$ cat config.mk
export PLATFORM = sky130hd
export DESIGN_NAME = pm_counter_bank
export DESIGN_NICKNAME = d
export VERILOG_FILES = /design/src/rtl/pm_pkg.sv /design/src/rtl/pm_sat_counter.sv /design/src/rtl/pm_inhibit.sv /design/src/rtl/pm_read_port.sv /design/src/rtl/pm_counter_bank.sv
export SDC_FILE = /design/constraint.sdc
export NUM_CORES = 1
export LEC_CHECK = 0
export BUFFER_PORTS_ARGS = -buffer_cell sky130_fd_sc_hd__buf_2
export CAP_MARGIN = 0
export CORE_MARGIN = 8
export CORE_UTILIZATION = 58
export CTS_CLUSTER_SIZE = 28
export DETAILED_ROUTE_END_ITERATION = 8
export PLACE_DENSITY = 0.81
export SLEW_MARGIN = 20
export SYNTH_ARGS = -nofsm -noshare
export SYNTH_HDL_FRONTEND = slang
export SYNTH_SLANG_ARGS = --single-unit
$ cat constraint.sdc
create_clock -name clk -period 3 [get_ports clk]
set_input_delay 0.15 -clock clk [delete_from_list [all_inputs] [get_ports clk]]
set_output_delay 0.15 -clock clk [all_outputs]
set_load 0.01 [all_outputs]
$ cat src/rtl/pm_pkg.sv
// Package for the performance counter bank: shared defect bundle and the
// read address map. The address values are behaviour: software decodes them.
package pm_pkg;

    // Active defects reported by the receive side.
    typedef struct packed {
        logic pais;
        logic lop;
        logic lais;
        logic lof;
        logic los;
    } pm_defects_t;

    localparam int PM_ADDR_W   = 2;
    localparam int PM_NUM_REGS = 4;
    localparam logic [PM_ADDR_W-1:0] PM_ADDR_B1  = 2'd0;
    localparam logic [PM_ADDR_W-1:0] PM_ADDR_B2  = 2'd1;
    localparam logic [PM_ADDR_W-1:0] PM_ADDR_PTR = 2'd2;
    localparam logic [PM_ADDR_W-1:0] PM_ADDR_B3  = 2'd3;

endpackage

$ cat src/rtl/pm_sat_counter.sv
// Saturating counter with a clear-on-read input.
// Each cycle it adds `step` when `allow` is high. The sum stops at the
// all-ones value. A `clear` restarts the count from zero in that same cycle,
// so a step that coincides with a clear still counts.
// Assumes: step is already limited by the caller. Reset is synchronous, active low.
module pm_sat_counter #(
    parameter int WIDTH  = 8,
    parameter int STEP_W = 4
) (
    input  logic              clk,
    input  logic              rst_n,
    input  logic [STEP_W-1:0] step,
    input  logic              allow,
    input  logic              clear,
    output logic [WIDTH-1:0]  count
);
    localparam int SUM_W = ((WIDTH > STEP_W) ? WIDTH : STEP_W) + 1;
    localparam logic [SUM_W-1:0] MAX_VAL = SUM_W'({WIDTH{1'b1}});

    logic [SUM_W-1:0] base;
    logic [SUM_W-1:0] add;
    logic [SUM_W-1:0] sum;
    logic [WIDTH-1:0] nxt;

    // Next value: start from zero on clear, add the allowed step, clamp.
    always_comb begin
        base = clear ? '0 : SUM_W'(count);
        add  = allow ? SUM_W'(step) : '0;
        sum  = base + add;
        nxt  = (sum > MAX_VAL) ? {WIDTH{1'b1}} : sum[WIDTH-1:0];
    end

    // State register.
    always_ff @(posedge clk) begin
        if (!rst_n) count <= '0;
        else        count <= nxt;
    end

    // A full counter that is not cleared stays full.
    assert_no_overflow_R3: assert property (@(posedge clk) disable iff (!rst_n)
        (count == {WIDTH{1'b1}} && !clear) |=> count == {WIDTH{1'b1}});

    // Without a clear the count never goes down, so it never wraps.
    assert_monotonic_R3: assert property (@(posedge clk) disable iff (!rst_n)
        !clear |=> count >= $past(count));

    // A blocked counter that is not read keeps its value.
    assert_blocked_hold_R7: assert property (@(posedge clk) disable iff (!rst_n)
        (!allow && !clear) |=> $stable(count));

    // After a clear the counter holds only that cycle's allowed event.
    assert_clear_keeps_event_R5: assert property (@(posedge clk) disable iff (!rst_n)
        (clear && allow) |=> count == (($past(step) > STEP_W'({WIDTH{1'b1}})) ?
                                       {WIDTH{1'b1}} : WIDTH'($past(step))));

endmodule

$ cat src/rtl/pm_inhibit.sv
// Inhibit decode. It turns the active defects into one count-enable per
// counter class. The sets are nested: section < line < path/pointer.
// Assumes: defect inputs are synchronous to clk.
module pm_inhibit
    import pm_pkg::*;
(
    input  pm_defects_t def,
    output logic        allow_sec,
    output logic        allow_line,
    output logic        allow_path
);
    logic sec_block, line_block, path_block;

    // Grow each block set from the previous one.
    always_comb begin
        sec_block  = def.los | def.lof;
        line_block = sec_block | def.lais;
        path_block = line_block | def.lop | def.pais;
        allow_sec  = ~sec_block;
        allow_line = ~line_block;
        allow_path = ~path_block;
    end

    // A counter further down the chain is never enabled while an earlier one is blocked.
    always_comb begin
        assert_nested_R9: assert (!(allow_path && !allow_line) && !(allow_line && !allow_sec));
    end

endmodule

$ cat src/rtl/pm_read_port.sv
// Address-decoded read port. It captures the addressed register image into
// rd_data on a read strobe and raises the matching clear in the same cycle,
// so the capture and the clear take effect at one edge.
// Assumes: every address in the range maps to a register.
module pm_read_port #(
    parameter int ADDR_W   = 2,
    parameter int NUM_REGS = 4,
    parameter int REG_W    = 8
) (
    input  logic                           clk,
    input  logic                           rst_n,
    input  logic                           rd_en,
    input  logic [ADDR_W-1:0]              rd_addr,
    input  logic [NUM_REGS-1:0][REG_W-1:0] regs,
    output logic [NUM_REGS-1:0]            clear,
    output logic [REG_W-1:0]               rd_data
);
    logic [REG_W-1:0] sel;

    // One clear line per register, raised by an address match.
    for (genvar i = 0; i < NUM_REGS; i++) begin : g_dec
        assign clear[i] = rd_en && (rd_addr == ADDR_W'(i));
    end

    // Pick the addressed register image.
    always_comb begin
        sel = '0;
        for (int i = 0; i < NUM_REGS; i++)
            if (rd_addr == ADDR_W'(i)) sel = regs[i];
    end

    // Capture the read value; hold it between reads.
    always_ff @(posedge clk) begin
        if (!rst_n)     rd_data <= '0;
        else if (rd_en) rd_data <= sel;
    end

    // A read clears exactly one location; no clear happens without a read.
    assert_single_clear_R10: assert property (@(posedge clk) disable iff (!rst_n)
        rd_en |-> $onehot0(clear) && clear != '0);
    assert_no_stray_clear_R10: assert property (@(posedge clk) disable iff (!rst_n)
        !rd_en |-> clear == '0);
    assert_data_hold_R4: assert property (@(posedge clk) disable iff (!rst_n)
        !rd_en |=> $stable(rd_data));

endmodule

$ cat src/rtl/pm_counter_bank.sv
// Performance counter bank: three saturating parity error counters and a
// pair of saturating pointer event nibbles, each with its own defect inhibit
// set, read and cleared through an address-decoded port.
// Assumes: error inputs carry one amount per frame in one cycle; amounts above
// MAX_STEP are limited to MAX_STEP. Reset is synchronous, active low.
module pm_counter_bank
    import pm_pkg::*;
#(
    parameter int REG_W    = 8,
    parameter int STEP_W   = 4,
    parameter int MAX_STEP = 8
) (
    input  logic                 clk,
    input  logic                 rst_n,
    input  logic [STEP_W-1:0]    b1_err,
    input  logic [STEP_W-1:0]    b2_err,
    input  logic [STEP_W-1:0]    b3_err,
    input  logic                 ptr_inc,
    input  logic                 ptr_dec,
    input  logic                 def_los,
    input  logic                 def_lof,
    input  logic                 def_lais,
    input  logic                 def_lop,
    input  logic                 def_pais,
    input  logic                 rd_en,
    input  logic [PM_ADDR_W-1:0] rd_addr,
    output logic [REG_W-1:0]     rd_data
);
    localparam int PTR_W   = REG_W / 2;
    localparam int NUM_ERR = 3;
    localparam logic [STEP_W-1:0] STEP_LIM = STEP_W'(MAX_STEP);

    pm_defects_t def;
    logic allow_sec, allow_line, allow_path;
    logic [NUM_ERR-1:0][STEP_W-1:0] err_raw, err_lim;
    logic [NUM_ERR-1:0]             err_allow, err_clear;
    logic [NUM_ERR-1:0][REG_W-1:0]  err_cnt;
    logic [PTR_W-1:0] inc_cnt, dec_cnt;
    logic [PM_NUM_REGS-1:0][REG_W-1:0] regs;
    logic [PM_NUM_REGS-1:0]            clear;

    // Bundle the defect pins.
    always_comb begin
        def.los  = def_los;
        def.lof  = def_lof;
        def.lais = def_lais;
        def.lop  = def_lop;
        def.pais = def_pais;
    end

    pm_inhibit u_inhibit (
        .def        (def),
        .allow_sec  (allow_sec),
        .allow_line (allow_line),
        .allow_path (allow_path)
    );

    // Route inputs, enables and clears for the three parity counters (index 0 B1, 1 B2, 2 B3).
    always_comb begin
        err_raw   = {b3_err, b2_err, b1_err};
        err_allow = {allow_path, allow_line, allow_sec};
        err_clear = {clear[PM_ADDR_B3], clear[PM_ADDR_B2], clear[PM_ADDR_B1]};
    end

    for (genvar i = 0; i < NUM_ERR; i++) begin : g_err
        // Limit the per-frame amount to MAX_STEP.
        assign err_lim[i] = (err_raw[i] > STEP_LIM) ? STEP_LIM : err_raw[i];

        pm_sat_counter #(.WIDTH(REG_W), .STEP_W(STEP_W)) u_cnt (
            .clk   (clk),
            .rst_n (rst_n),
            .step  (err_lim[i]),
            .allow (err_allow[i]),
            .clear (err_clear[i]),
            .count (err_cnt[i])
        );
    end

    pm_sat_counter #(.WIDTH(PTR_W), .STEP_W(1)) u_inc (
        .clk   (clk),
        .rst_n (rst_n),
        .step  (ptr_inc),
        .allow (allow_path),
        .clear (clear[PM_ADDR_PTR]),
        .count (inc_cnt)
    );

    pm_sat_counter #(.WIDTH(PTR_W), .STEP_W(1)) u_dec (
        .clk   (clk),
        .rst_n (rst_n),
        .step  (ptr_dec),
        .allow (allow_path),
        .clear (clear[PM_ADDR_PTR]),
        .count (dec_cnt)
    );

    // Register images in address order; the pointer pair shares one location.
    always_comb begin
        regs[PM_ADDR_B1]  = err_cnt[0];
        regs[PM_ADDR_B2]  = err_cnt[1];
        regs[PM_ADDR_PTR] = {inc_cnt, dec_cnt};
        regs[PM_ADDR_B3]  = err_cnt[2];
    end

    pm_read_port #(.ADDR_W(PM_ADDR_W), .NUM_REGS(PM_NUM_REGS), .REG_W(REG_W)) u_rd (
        .clk     (clk),
        .rst_n   (rst_n),
        .rd_en   (rd_en),
        .rd_addr (rd_addr),
        .regs    (regs),
        .clear   (clear),
        .rd_data (rd_data)
    );

    // Loss of signal freezes B1 unless B1 is being read.
    assert_b1_los_freeze_R7: assert property (@(posedge clk) disable iff (!rst_n)
        (def_los && !(rd_en && rd_addr == PM_ADDR_B1)) |=> $stable(err_cnt[0]));

    // Line AIS freezes B2 unless B2 is being read.
    assert_b2_lais_freeze_R8: assert property (@(posedge clk) disable iff (!rst_n)
        (def_lais && !(rd_en && rd_addr == PM_ADDR_B2)) |=> $stable(err_cnt[1]));

    // A pointer read empties both nibbles when no event is allowed.
    assert_ptr_pair_clear_R6: assert property (@(posedge clk) disable iff (!rst_n)
        (rd_en && rd_addr == PM_ADDR_PTR && !ptr_inc && !ptr_dec) |=> (inc_cnt == '0 && dec_cnt == '0));

endmodule

=== Word-level counts from Yosys, hierarchy flattened ===
Cells that the tools add are included.

* Bits in registers: 40
* Bits of input ports: 24
* Output and inout port bits: 8
* Logic and storage cells: 53

* Add/subtract/negate cells: 5
* Order comparisons: 8
* Eq/ne operators: 3
* Muxes and demuxes: 22
* Bitwise gates (word level): 4
* Reductions and logical operators: 5

{| class="wikitable"
|+ Operators with widths
! operator !! count
|-
| 2-to-1 mux 8 bit || 10
|-
| 2-to-1 mux 4 bit || 10
|-
| adder 9 bit || 3
|-
| greater-than comparator 9 x 8 -> 1 bit, second input constant || 3
|-
| greater-than comparator 4 bit, second input constant || 3
|-
| adder 5 bit || 2
|-
| greater-than comparator 5 x 4 -> 1 bit, second input constant || 2
|-
| equality test 2 bit, second input constant || 2
|-
| logical AND 1 bit || 4
|-
| bitwise OR 1 bit || 4
|-
| equality test 2 x 1 -> 1 bit, second input constant || 1
|-
| logical NOT 2 bit || 1
|-
| 2-to-1 mux 1 bit || 2
|}

=== Depth between registers and ports, before layout ===
* Depth after elaboration: 8
* Gate-level depth with buffers: 9
* Mapped depth without buffers: 9

=== Hierarchy ===
From an unflattened synthesis, not the netlist that was laid out.

* Cells, all modules: 281
* Area, all modules: 2576.2 µm²

{| class="wikitable"
|+ Modules (own cells, without submodules)
! module !! instances !! cells an instance !! area an instance (µm²) !! seq. area each (µm²)
|-
| pm_sat_counter (g_err[0].u_cnt ...) || 3 || 57 || 503.0 || 160.2
|-
| pm_read_port || 1 || 51 || 545.5 || 160.2
|-
| pm_sat_counter (u_dec ...) || 2 || 22 || 214.0 || 80.1
|-
| pm_counter_bank || 1 || 12 || 67.6 || 0.0
|-
| pm_inhibit || 1 || 3 || 26.3 || 0.0
|}

=== Worst setup path after synthesis ===
Ideal clock, no wire load.

* Path type: input to register
* From: input rd_addr[1]
* To: register g_err[0].u_cnt.count[5]
* Setup time: 0.120 ns
* Data arrival time: 2.217 ns
* Required time: 2.880 ns
* Setup slack: 0.663 ns
* Stages on the path: 9
* Cell sequence: or3b_1 -> buf_2 -> and2_1 -> ha_1 -> fa_1 -> a21o_1 -> a21oi_2 -> nor3b_1 -> a211o_1

* Cells in the longest elaborated chain, start to end: 6

{| class="wikitable"
|+ RTL lines
! what !! RTL line !! source
|-
| start: declaration || pm_counter_bank.sv:26 || <nowiki>input logic [PM_ADDR_W-1:0] rd_addr,</nowiki>
|-
| logical NOT 2 bit * || pm_read_port.sv:22 || <nowiki>assign clear[i] = rd_en && (rd_addr == ADDR_W'(i));</nowiki>
|-
| logical AND 1 bit * || pm_read_port.sv:22 ||
|-
| 2-to-1 mux 8 bit * || pm_sat_counter.sv:27 || <nowiki>base = clear ? '0 : SUM_W'(count);</nowiki>
|-
| adder 9 bit * || pm_sat_counter.sv:29 || <nowiki>sum = base + add;</nowiki>
|-
| greater-than comparator 9 x 8 -> 1 bit || pm_sat_counter.sv:30 || <nowiki>nxt = (sum > MAX_VAL) ? {WIDTH{1'b1}} : sum[WIDTH-1:0];</nowiki>
|-
| 2-to-1 mux 8 bit * || pm_sat_counter.sv:30 ||
|-
| end signal: assignment || pm_sat_counter.sv:36 || <nowiki>else count <= nxt;</nowiki>
|-
| end: declaration || pm_sat_counter.sv:15 || <nowiki>output logic [WIDTH-1:0] count</nowiki>
|}

Every way passes the cells marked *; elsewhere a longest branch is shown, timed or not.
A chain may end at the register's enable or synchronous reset.

=== Worst setup path after layout ===
* From: input rd_addr[0]
* To: register g_err[0].u_cnt.count[5]

The elaborated chain is that of the path after synthesis.

==> results.py <==
metrics = {
    "run_status": {
        "status": "completed",
    },
    "floorplanning": {
        "die_h_um": 80.89,
        "core_um2": 4029,
        "die_area_um2": 6543,
        "ioPinCount": 32,
        "start_util": 0.6062,
        "dieWidth_um": 80.89,
        "core.rowCount": 23,
    },
    "route": {
        "post_drt_wl_per_cell_um": 16.11,
        "drt_iter0_drc": 129,
        "wirelength_mm": 5.493,
        "vias": 2048,
        "vias_per_cell": 6.006,
        "dr.pass1.iters": 4,
        "drc": 0,
        "ant_nets": 0,
    },
    "grt": {
        "grt_max_degree": 28,
        "use_met1": 0.2195,
        "grt_use_total": 0.1830,
        "grt_first_pass_wirelength_mm": 9.584,
        "grt_remaining_overflow": 0,
        "first_global_vias": 2063,
        "grt_antenna_before_repair": 0,
        "busiest_layer": "met2",
        "gr-usage-met2": 0.3152,
        "grt_use_met3": 0.03532,
    },
    "final_layout": {
        "drive_gt1_frac": 0.1787,
        "n_antenna_cell": 0,
        "final_util": 0.6854,
        "design_area_um2": 2761,
        "num-nets-final": 333,
        "area_growth_pct": 13.06,
    },
    "sta": {
        "worst_pin_slew_ns": 0.4872,
        "final.setup.tns_ns": 0,
        "skew_ns": 0.009192,
        "grt_setup_unrepaired": "false",
        "setup_viol": 0,
        "slew_viol_final": 0,
        "min_period_ns": 2.448,
        "final-hold-violation-count": 0,
        "period_share": 0.8161,
        "max-slew-margin-rel": 0.6745,
        "hold_slack_ns": 0.3023,
        "timing.fmax_mhz": 408.5,
    },
    "logic_synthesis": {
        "ys_warn_count": 0,
        "ys_seq_area_frac": 0.3279,
        "ys_seq_elements": 40,
        "synth_nets": 301,
        "synth_cell_types": 47,
        "syn_avg_cell_area_um2": 9.466,
        "synth_ff_type": "dfxtp_1",
        "netlist_area_um2": 2442,
        "synth_cells": 258,
        "synth_edf_count": 0,
        "async_reset_ff_frac": 0,
    },
    "critical_path": {
        "cp.required_ns": 3.18,
        "path_max_fanout": 12,
        "cp-start-kind": "input port",
        "worst_ep_arrival_time_ns": 2.63,
        "critPathCaptureType": "flop",
        "criticalPathCategory": "input port to flop",
    },
    "pwr": {
        "power.density_nw_per_um2": 393.5,
        "p_sw_frac": 0.2216,
        "power.net_switching_mw": 0.2408,
        "max-vdd-ir-drop_v": 0.0002054,
        "pwr-share-comb": 0.078,
        "power.internal_mw": 0.8457,
        "share_seq_of_total_power": 0.496,
        "clock_power_share": 0.425,
        "p_leak_nw": 1.243,
    },
    "clock_network": {
        "clk-insertion-delay-late_ns": 0.29,
        "cts_tree": "yes",
        "cts_buffer_depth": 2,
        "cts_hold_buffers": 0,
        "numCtsBuffers": 5,
        "cts_setup_buffers": 0,
        "clkTransAtPathRegs_ns": 0.08,
        "cts_htree_levels": 2,
        "clock-root-buffer": "clkbuf_8",
        "cts.sinks": 40,
        "ctsResizeCount": 0,
    },
    "worst_hold_path": {
        "min_path_type": "input port to flop",
    },
    "placement": {
        "port_buffers": 31,
        "dpl_cell_area_um2": 2640,
        "place_congestion": 0.8618,
        "dp_hpwl_mm": 4.348,
    },
    "flow_run": {
        "drv_cap": 0,
    },
}
-- cell usage in the layout (no fill, tap or decap), types with 4 or more instances in the layout --
master    count
a211oi_1     11
a21o_1        5
a21oi_1       7
and2_1       30
buf_2        31
clkbuf_8      6
dfxtp_1      40
ha_1         16
inv_1         4
mux2i_1       9
mux4_2        8
nand2_1      12
nand3_1      10
nor2_1       17
nor3_1       11
nor3b_1       5
o21a_1       14
-- cells in the mapped netlist, drive strengths merged (2+ instances only) --
library cell | n | area (um2)
nor3 | 11 | 55.05
mux2i | 9 | 90.09
fa | 3 | 60.06
buf | 5 | 27.53
nand3 | 10 | 50.05
and2 | 30 | 187.7
a211o | 2 | 17.52
a41oi | 2 | 17.52
and3 | 2 | 12.51
o21bai | 3 | 22.52
mux4 | 8 | 180.2
nor2 | 17 | 63.81
o21ai | 6 | 30.02
a21oi | 8 | 43.79
xor2 | 3 | 26.28
a21o | 5 | 37.54
a31oi | 3 | 18.77
a211oi | 11 | 82.58
nand4 | 3 | 18.77
nor3b | 6 | 50.05
or3 | 2 | 12.51
ha | 16 | 200.2
inv | 4 | 15.01
nor2b | 2 | 12.51
o21a | 14 | 105.1
dfxtp | 40 | 800.8
clkbuf | 4 | 15.01
nand2 | 12 | 45.04
nand3b | 3 | 22.52
-- final cells by class --
cell class	count	area (um2)
repair buffers	34	177.7
clock inverters	2	38.79
inverters	4	15.01
flip-flops and latches	40	800.8
fillers	325	1267
clock buffers	6	82.58
multi-input cells	205	1584
well taps	50	62.56
-- cell families (layout without fill, tap and decap cells) --
logic type / after synthesis / count (layout) / synth area share
muxes: 17 / 17 / 0.1107
DFF: 40 / 40 / 0.3279
adders and majority gates: 19 / 19 / 0.1066
xor gates and xnor gates: 4 / 4 / 0.01435
AOI/OAI and AO/OA: 60 / 60 / 0.1762
buffers and inverters: 13 / 46 / 0.02356
and+or+nand+nor: 105 / 105 / 0.2408
-- power by group through the flow --
stage / clock network [mW] / registers, mW / logic, mW
finish: 0.462 / 0.539 / 0.0850
detailed placement: 0 / 0.552 / 0.0844
global placement: 0 / 0.552 / 0.0826
floorplan: 0 / 0.550 / 0.0560
CTS: 0.468 / 0.539 / 0.0852
global route: 0.495 / 0.540 / 0.0948
-- routing by layer --
| layer | share of wire | wire length (um) |
|---|---|---|
| met5 | 0 | 0 |
| met4 | 0.017 | 91 |
| met3 | 0.044 | 241 |
| met2 | 0.49 | 2675 |
| met1 | 0.45 | 2485 |
-- sequential cells by signal (all words and copies together) (netlist names) --
name and flops:
g_err.u_cnt.count 24, u_inc.count 4, u_dec.count 4, u_rd.rd_data 8
-- critical path: stages --
cell and delay (ns):
buf_2 0.20, or3b_1 0.50, and2_1 0.21, ha_1 0.21
fa_1 0.41, a21o_1 0.19, a21oi_2 0.28, nor3b_1 0.15
a211o_1 0.31
-- final timing paths --
| check | from | to | slack, ns | cells past startpoint |
|---|---|---|---|---|
| worst max-delay path | rd_addr[0] | g_err[0].u_cnt.count[5]$_SDFF_PN0_ | 0.55 | 9 |
| worst min-delay path | ptr_dec | u_dec.count[0]$_SDFF_PN0_ | 0.30 | 4 |
| worst max register to register | g_err[0].u_cnt.count[0]$_SDFF_PN0_ | g_err[0].u_cnt.count[5]$_SDFF_PN0_ | 0.88 | 7 |
| worst min register to register | u_rd.rd_data[4]$_SDFFE_PN0P_ | u_rd.rd_data[4]$_SDFFE_PN0P_ | 0.51 | 2 |
-- metrics by stage --
stage                     power, mW  std cells  setup WS [ns]
after floorplan              0.6061        258         0.6631
after global placement       0.6341        333         0.3398
after detailed placement     0.6361        333         0.2430
after CTS                     1.092        341         0.5479
after global routing          1.130        341         0.4120
final                         1.087        341         0.5517
Power figures use the tool's default switching activity.
